==> src/rtl/bitcount_pkg.sv <==
package bitcount_pkg;

    typedef enum logic [1:0] {
        CK_LEAD  = 2'd0,
        CK_TRAIL = 2'd1,
        CK_POP   = 2'd2,
        CK_NONE  = 2'd3
    } cnt_kind_e;

    localparam int unsigned WORD_BITS = 32;

    typedef struct packed {
        cnt_kind_e kind;
        logic      word;
    } cnt_req_t;

    // Limit a word-mode zero count to the word width.
    function automatic logic [7:0] sat_word(input logic [7:0] c);
        return (c > 8'(WORD_BITS)) ? 8'(WORD_BITS) : c;
    endfunction

endpackage

==> src/rtl/bcu_scan.sv <==
module bcu_scan #(
    parameter int XLEN = 64
) (
    input  logic [XLEN-1:0] src,
    input  logic            trail,
    input  logic            word,
    output logic [XLEN-1:0] vec
);
    logic [XLEN-1:0] full_rev;

    always_comb begin
        for (int i = 0; i < XLEN; i++) full_rev[i] = src[XLEN-1-i];
    end

    generate
        if (XLEN > 32) begin : g_wide
            logic [31:0] lo_rev;
            always_comb begin
                for (int i = 0; i < 32; i++) lo_rev[i] = src[31-i];
                if (word)
                    vec = {(trail ? lo_rev : src[31:0]), {(XLEN-32){1'b0}}};
                else
                    vec = trail ? full_rev : src;
            end
        end else begin : g_narrow
            always_comb vec = trail ? full_rev : src;
        end
    endgenerate
endmodule

==> src/rtl/bcu_lead.sv <==
module bcu_lead #(
    parameter int XLEN = 64,
    localparam int CW = $clog2(XLEN + 1)
) (
    input  logic [XLEN-1:0] vec,
    output logic [CW-1:0]   lz
);
    always_comb begin
        lz = CW'(XLEN);
        for (int i = 0; i < XLEN; i++)
            if (vec[i]) lz = CW'(XLEN - 1 - i);
    end
endmodule

==> src/rtl/bcu_pop.sv <==
module bcu_pop #(
    parameter int XLEN = 64,
    localparam int CW = $clog2(XLEN + 1)
) (
    input  logic [XLEN-1:0] vec,
    output logic [CW-1:0]   ones
);
    logic [CW-1:0] acc [XLEN];

    always_comb begin
        for (int i = 0; i < XLEN; i++) acc[i] = CW'(vec[i]);
        for (int s = XLEN / 2; s >= 1; s = s / 2)
            for (int i = 0; i < s; i++)
                acc[i] = acc[2*i] + acc[2*i+1];
        ones = acc[0];
    end
endmodule

==> src/rtl/bitcount_unit.sv <==
module bitcount_unit
    import bitcount_pkg::*;
#(
    parameter int XLEN = 64
) (
    input  logic [XLEN-1:0] src,
    input  logic [1:0]      kind,
    input  logic            word_mode,
    output logic [XLEN-1:0] count
);
    localparam int CW = $clog2(XLEN + 1);
    localparam bit HAS_WORD = (XLEN > 32);

    cnt_req_t        req;
    logic [XLEN-1:0] scan_vec;
    logic [XLEN-1:0] pop_vec;
    logic [CW-1:0]   lz_raw;
    logic [CW-1:0]   pop_raw;
    logic [7:0]      zcnt;

    assign req.kind = cnt_kind_e'(kind);
    assign req.word = word_mode & HAS_WORD;

    bcu_scan #(.XLEN(XLEN)) u_scan (
        .src   (src),
        .trail (req.kind == CK_TRAIL),
        .word  (req.word),
        .vec   (scan_vec)
    );

    bcu_lead #(.XLEN(XLEN)) u_lead (
        .vec (scan_vec),
        .lz  (lz_raw)
    );

    generate
        if (XLEN > 32) begin : g_popw
            assign pop_vec = req.word ? {{(XLEN-32){1'b0}}, src[31:0]} : src;
        end else begin : g_popn
            assign pop_vec = src;
        end
    endgenerate

    bcu_pop #(.XLEN(XLEN)) u_pop (
        .vec  (pop_vec),
        .ones (pop_raw)
    );

    always_comb begin
        zcnt = req.word ? sat_word(8'(lz_raw)) : 8'(lz_raw);
        unique case (req.kind)
            CK_LEAD, CK_TRAIL: count = XLEN'(zcnt);
            CK_POP:            count = XLEN'(pop_raw);
            default:           count = '0;
        endcase
    end
endmodule

==> config.mk <==
export PLATFORM = sky130hd
export DESIGN_NAME = bitcount_unit
export DESIGN_NICKNAME = d
export VERILOG_FILES = /design/src/rtl/bitcount_pkg.sv /design/src/rtl/bcu_scan.sv /design/src/rtl/bcu_lead.sv /design/src/rtl/bcu_pop.sv /design/src/rtl/bitcount_unit.sv
export SDC_FILE = /design/constraint.sdc
export NUM_CORES = 1
export LEC_CHECK = 0
export ABC_AREA = 0
export BUFFER_PORTS_ARGS = -buffer_cell sky130_fd_sc_hd__buf_2
export CAP_MARGIN = 0
export CELL_PAD_IN_SITES_DETAIL_PLACEMENT = 0
export CELL_PAD_IN_SITES_GLOBAL_PLACEMENT = 2
export CORE_MARGIN = 4
export CORE_UTILIZATION = 33
export DETAILED_ROUTE_END_ITERATION = 10
export GPL_ROUTABILITY_DRIVEN = 0
export PLACE_DENSITY_LB_ADDON = 0.1
export SYNTH_ARGS = -nofsm -noshare
export SYNTH_HDL_FRONTEND = slang
export SYNTH_SLANG_ARGS = --single-unit
==> constraint.sdc <==
create_clock -name vclk -period 9.5
set_clock_uncertainty 0.15 [all_clocks]
set_input_delay 0.475 -clock vclk [all_inputs]
set_output_delay 0.475 -clock vclk [all_outputs]
set_load 0.05 [all_outputs]
==> flow_summary.ini, run 1 <==
[run_status]
status = complete, no violations

[critical_path]
path_buf_inv = 8
cp_data_arrival_time_ns = 6.98
crit_top_cell = fa_1
slowest_stage = buf_2
crit_type = in -> out
slowest_delay_ns = 0.68
cp.required_ns = 8.88
cp_cell_sequence = buf_2, nor2b_1, ha_1, fa_1, inv_1, fa_1, inv_1, fa_1, inv_1, fa_1, inv_1, fa_1, inv_1, fa_1, inv_1, fa_1, ha_1, fa_1, a21o_1, a21oi_1, xnor2_1, a22o_1, buf_2
critPathMaxFanout = 49
critPathTopFamily = adder cells
crit_path_start_kind = primary input
cp-end-kind = output port

[layout]
syn2layout_area_growth_pct = 5.70
nNetsFinal = 837
nClkBuffers = 0
area.sequential_um2 = 0
diodes = 0
design.seq.count = 0
layout-drive-gt1-share_pct = 18.9

[timing]
slew_headroom_pct = 39.0
clock.fmax_mhz = 131
finalSetupTns_ns = 0
layout_min_cycle_time_ns = 7.61
whs_ns = 1.40
rsz0062_at_grt = false
slew_viol_final = 0
hold_violations = 0
layout_worst_path_cycle_share_pct = 80.1
tightest_slew_ns = 0.915
setup_viol_count_final = 0

[logic_synthesis]
post_synth_fa_ha_maj_area_fraction_pct = 34.6
synth_top_family_by_area = adder cells
synth_compound_area_share_pct = 13.1
ys_seq_area_share_pct = 0
synthSimpleGateAreaFrac_pct = 17.7
yosysWarnings = 0
ys_types = 56
synth_cells = 608
syn_area_um2 = 5030
synth_xor_area_share_pct = 0.522
post_synth_mux_area_share_pct = 16.0
syn_area_per_cell_um2 = 8.27

[die]
coreArea_um2 = 14800
die_width_um = 131
die-area_um2 = 17300
rows = 44
io_pins = 131
die_h_um = 131
initial_core_util_pct = 34.1

[hold_path]
min_path_type = in -> out
hp-start = kind[1]
holdPathStages = 4
holdPathEnd = count[6]

[detailed_routing]
topRoutingLayerUsed = met4
wl_met2_um = 8370
wl_um = 18400
ant_nets = 0
via_count = 4490
drcViolationCount = 0
avgViaCountPerCell = 5.29
wl_per_cell_um = 21.7
drt-pass1-iter-count = 6
drt_iter0_markers = 302
wl_met1_um = 8310
wl_met3_um = 1290

[placement]
portBuffers = 74
dp_hpwl_um = 15800

[grt]
gr-total-overflow = 0
grt_max_degree = 56
antenna_found_initial = 0
grtUsageTotal_pct = 20.7
grt_pass1_vias = 4657
grt_pass1_wl_um = 28200

[clock_network]
cts_setup_buffers = 0
ctsHoldBuffers = 0
post_cts_resize_count = 0

[run]
cap_violations = 0
[area by class of cell]
| type | instances | area [um^2] |
|---|---|---|
| fill | 1602 | 9440 |
| inverter | 95 | 357 |
| multi-input combinational | 493 | 4340 |
| tap | 184 | 230 |
| timing repair buffer | 77 | 393 |
[cells in the mapped netlist (5+ instances only)]
| cell type | instances | area [um^2] |
|---|---|---|
| inv_1 | 95 | 357 |
| buf_4 | 60 | 450 |
| fa_1 | 60 | 1200 |
| ha_1 | 43 | 538 |
| nor2b_1 | 42 | 263 |
| nor2_1 | 41 | 154 |
| mux2i_1 | 39 | 390 |
| mux2_2 | 30 | 338 |
| nand2_1 | 18 | 67.6 |
| a21oi_1 | 17 | 85.1 |
| nand2b_1 | 12 | 75.1 |
| nor3_1 | 9 | 45.0 |
| o21ai_0 | 9 | 45.0 |
| nand4_1 | 8 | 50.1 |
| a211oi_1 | 7 | 52.6 |
| a2111oi_0 | 6 | 52.6 |
| clkbuf_1 | 6 | 22.5 |
| or2_2 | 6 | 37.5 |
| or3_1 | 6 | 37.5 |
| or4b_2 | 6 | 60.1 |
| nand3_1 | 5 | 25.0 |
| o2111ai_1 | 5 | 43.8 |
| o211ai_1 | 5 | 37.5 |
| o31ai_1 | 5 | 37.5 |
[cells in the final DEF (no fill, tap or decap), drive strengths merged, types with 3 or more instances in the layout]
| cell | n |
|---|---|
| inv | 95 |
| buf | 77 |
| fa | 60 |
| conb | 57 |
| ha | 43 |
| nor2b | 42 |
| nor2 | 41 |
| mux2i | 40 |
| mux2 | 35 |
| nand2 | 18 |
| a21oi | 17 |
| nand2b | 12 |
| nor3 | 9 |
| o21ai | 9 |
| nand4 | 8 |
| a211oi | 7 |
| or2 | 6 |
| or4b | 6 |
| or3 | 6 |
| a2111oi | 6 |
| o2111ai | 5 |
| o31ai | 5 |
| nand3 | 5 |
| o211ai | 5 |
| a21o | 4 |
| o21bai | 4 |
| a31oi | 4 |
| o31a | 3 |
| o311ai | 3 |
| a211o | 3 |
| a22oi | 3 |
[cell families (layout without fill, tap and decap cells)]
family	count (synthesis)	after routing
xor gates and xnor gates	3	3
other	1	57
and+or+nand+nor	163	163
muxes	75	75
buffers and inverters	171	172
AOI/OAI and AO/OA	92	92
adders and majority gates	103	103
[worst max path at each step]
stage | from | end | slack, ns | cells after the start
6_report | word_mode | count[5] | 1.89 | 23
3_3_place_gp | word_mode | count[5] | 1.95 | 23
2_1_floorplan | word_mode | count[2] | 1.58 | 25
5_1_grt | word_mode | count[5] | 1.56 | 23
3_5_place_dp | word_mode | count[5] | 1.87 | 23
4_1_cts | word_mode | count[5] | 1.86 | 23
[stage by stage]
stage                     instance area (um^2)  worst slack [ns]  utilization, %  instances
after floorplan                           5240              1.58               -        664
after global placement                    5320              1.95            36.0        849
after detailed placement                  5320              1.87            36.0        849
after CTS                                 5320              1.86            36.0        849
after global routing                      5320              1.56            36.0        849
final                                     5320              1.89            36.0        849
[tightest hold or removal path, cell delays in order]
cell and delay, ns:
buf_2 0.19, nand2b_1 0.13, o32ai_1 0.07, buf_2 0.21
[layer usage]
metal | vias to the layer above | GRT usage [%]
met2 | 219 | 34.2
met1 | 2172 | 29.3
met5 | - | 0
li1 | 2068 | -
met3 | 31 | 2.37
met4 | 0 | 4.26
Power of run 1 is not shown: default switching activity piles up to over one toggle a cycle in this logic, so the estimate is an artifact.
==> run 2, diff against run 1 <==
==> constraint.sdc (replaced) <==
create_clock -name vclk -period 7.7
set_clock_uncertainty 0.15 [all_clocks]
set_input_delay 0.385 -clock vclk [all_inputs]
set_output_delay 0.385 -clock vclk [all_outputs]
set_load 0.05 [all_outputs]
==> run 2 against run 1 <==
Die area did not move. Cell area grew 0.21%. Clock-buffer cell count did not move. Critical endpoint unchanged. Largest cell class unchanged.
==> flow_summary.ini, run 2 (synthesis gave the netlist of run 1 again) <==
[run_status]
status = complete, no violations

[critical_path]
cp_cell_sequence = buf_2, nor2b_1, ha_1, fa_1, inv_1, fa_1, inv_1, fa_1, inv_1, fa_1, inv_1, fa_1, inv_1, fa_1, inv_1, fa_1, ha_1, fa_1, a21o_1, a21oi_1, xnor2_1, a22o_1, buf_2
crit_path_start_kind = primary input
slowest_delay_ns = 0.56
crit_top_cell = fa_1
cp.required_ns = 7.16
critPathMaxFanout = 27
crit_type = in -> out
cp_data_arrival_time_ns = 6.58
slowest_stage = fa_1
cp-end-kind = output port

[detailed_routing]
drt-pass1-iter-count = 5
drcViolationCount = 0
wl_per_cell_um = 21.5
wl_um = 18200
ant_nets = 0
drt_iter0_markers = 328
avgViaCountPerCell = 5.30
via_count = 4501

[layout]
diodes = 0
fillCellCount = 1599
nClkBuffers = 0
design.seq.count = 0
layout-drive-gt1-share_pct = 19.2
final_cell_mix = inv_1 (95), buf_2 (74), fa_1 (60)
layout_commonest_cell = inv_1
nNetsFinal = 838
area.sequential_um2 = 0
syn2layout_area_growth_pct = 5.92

[timing]
rsz0062_at_grt = false
finalSetupTns_ns = 0
slew_viol_final = 0
whs_ns = 1.21
clock.fmax_mhz = 140
layout_worst_path_cycle_share_pct = 92.5
tightest_slew_ns = 0.901
hold_violations = 0
layout_min_cycle_time_ns = 7.12
setup_viol_count_final = 0
slew_headroom_pct = 40.0

[die]
io_pins = 131
die_h_um = 131
initial_core_util_pct = 34.1
rows = 44
coreArea_um2 = 14800
die-area_um2 = 17300
die_width_um = 131

[grt]
antenna_found_initial = 0
gr-total-overflow = 0
grt_pass1_wl_um = 27900
grt_pass1_vias = 4718
grt_max_degree = 41
grtUsageTotal_pct = 20.5

[run]
cap_violations = 0

[clock_network]
post_cts_resize_count = 0
ctsHoldBuffers = 0
cts_setup_buffers = 0

[placement]
dp_hpwl_um = 16100
portBuffers = 74

[hold_path]
holdPathStages = 4
holdPathEnd = count[6]
hp-start = kind[1]
min_path_type = in -> out
run 2: cell types whose count changed in the layout (fill, tap and decap cells not counted):
cell and change:
a21oi_1 -1, a21oi_2 +1, buf_4 +1
run 2: how the worst max path moves through the flow:
stage | startpoint | to | slack [ns] | depth (start not counted)
global route | word_mode | count[5] | 0.27 | 23
finish | word_mode | count[5] | 0.58 | 23
global placement | word_mode | count[5] | 0.61 | 23
CTS | word_mode | count[5] | 0.52 | 23
floorplan | word_mode | count[5] | 0.04 | 27
detailed placement | word_mode | count[5] | 0.53 | 23
run 2: area by class of cell:
| class | instances | area [um^2] | share of cell area (%) |
|---|---|---|---|
| Inverter | 95 | 357 | 6.69 |
| Multi-Input combinational cell | 493 | 4340 | 81.5 |
| Tap cell | 184 | 230 | 4.32 |
| Timing Repair Buffer | 78 | 400 | 7.52 |
run 2: through the flow:
| stage | setup WS (ns) | area (um^2) | util, % | std cells |
|---|---|---|---|---|
| global route | 0.271 | 5330 | 36.1 | 850 |
| detailed placement | 0.531 | 5330 | 36.1 | 850 |
| global placement | 0.614 | 5330 | 36.1 | 850 |
| CTS | 0.523 | 5330 | 36.1 | 850 |
| finish | 0.580 | 5330 | 36.1 | 850 |
| floorplan | 0.0436 | 5240 | - | 664 |
run 2: critical path, delay by kind of cell:
family                   cells  cell delay [ns]
adder cells (fa/ha/maj)     10             4.35
buffers and inverters        8             1.01
XOR/XNOR                     1             0.20
AO/OA/AOI/OAI                3             0.50
AND/OR/NAND/NOR              1             0.12
run 2: metal layers:
layer	wire length [um]	part of all wire (%)	vias to the layer above	track usage, %
met5	0	0	-	0
li1	-	-	2078	-
met1	8320	46	2184	29.5
met2	8290	45	217	33.9
met3	1380	7.6	22	2.45
met4	255	1.4	0	2.92
Power of run 2 is left out for the same reason.
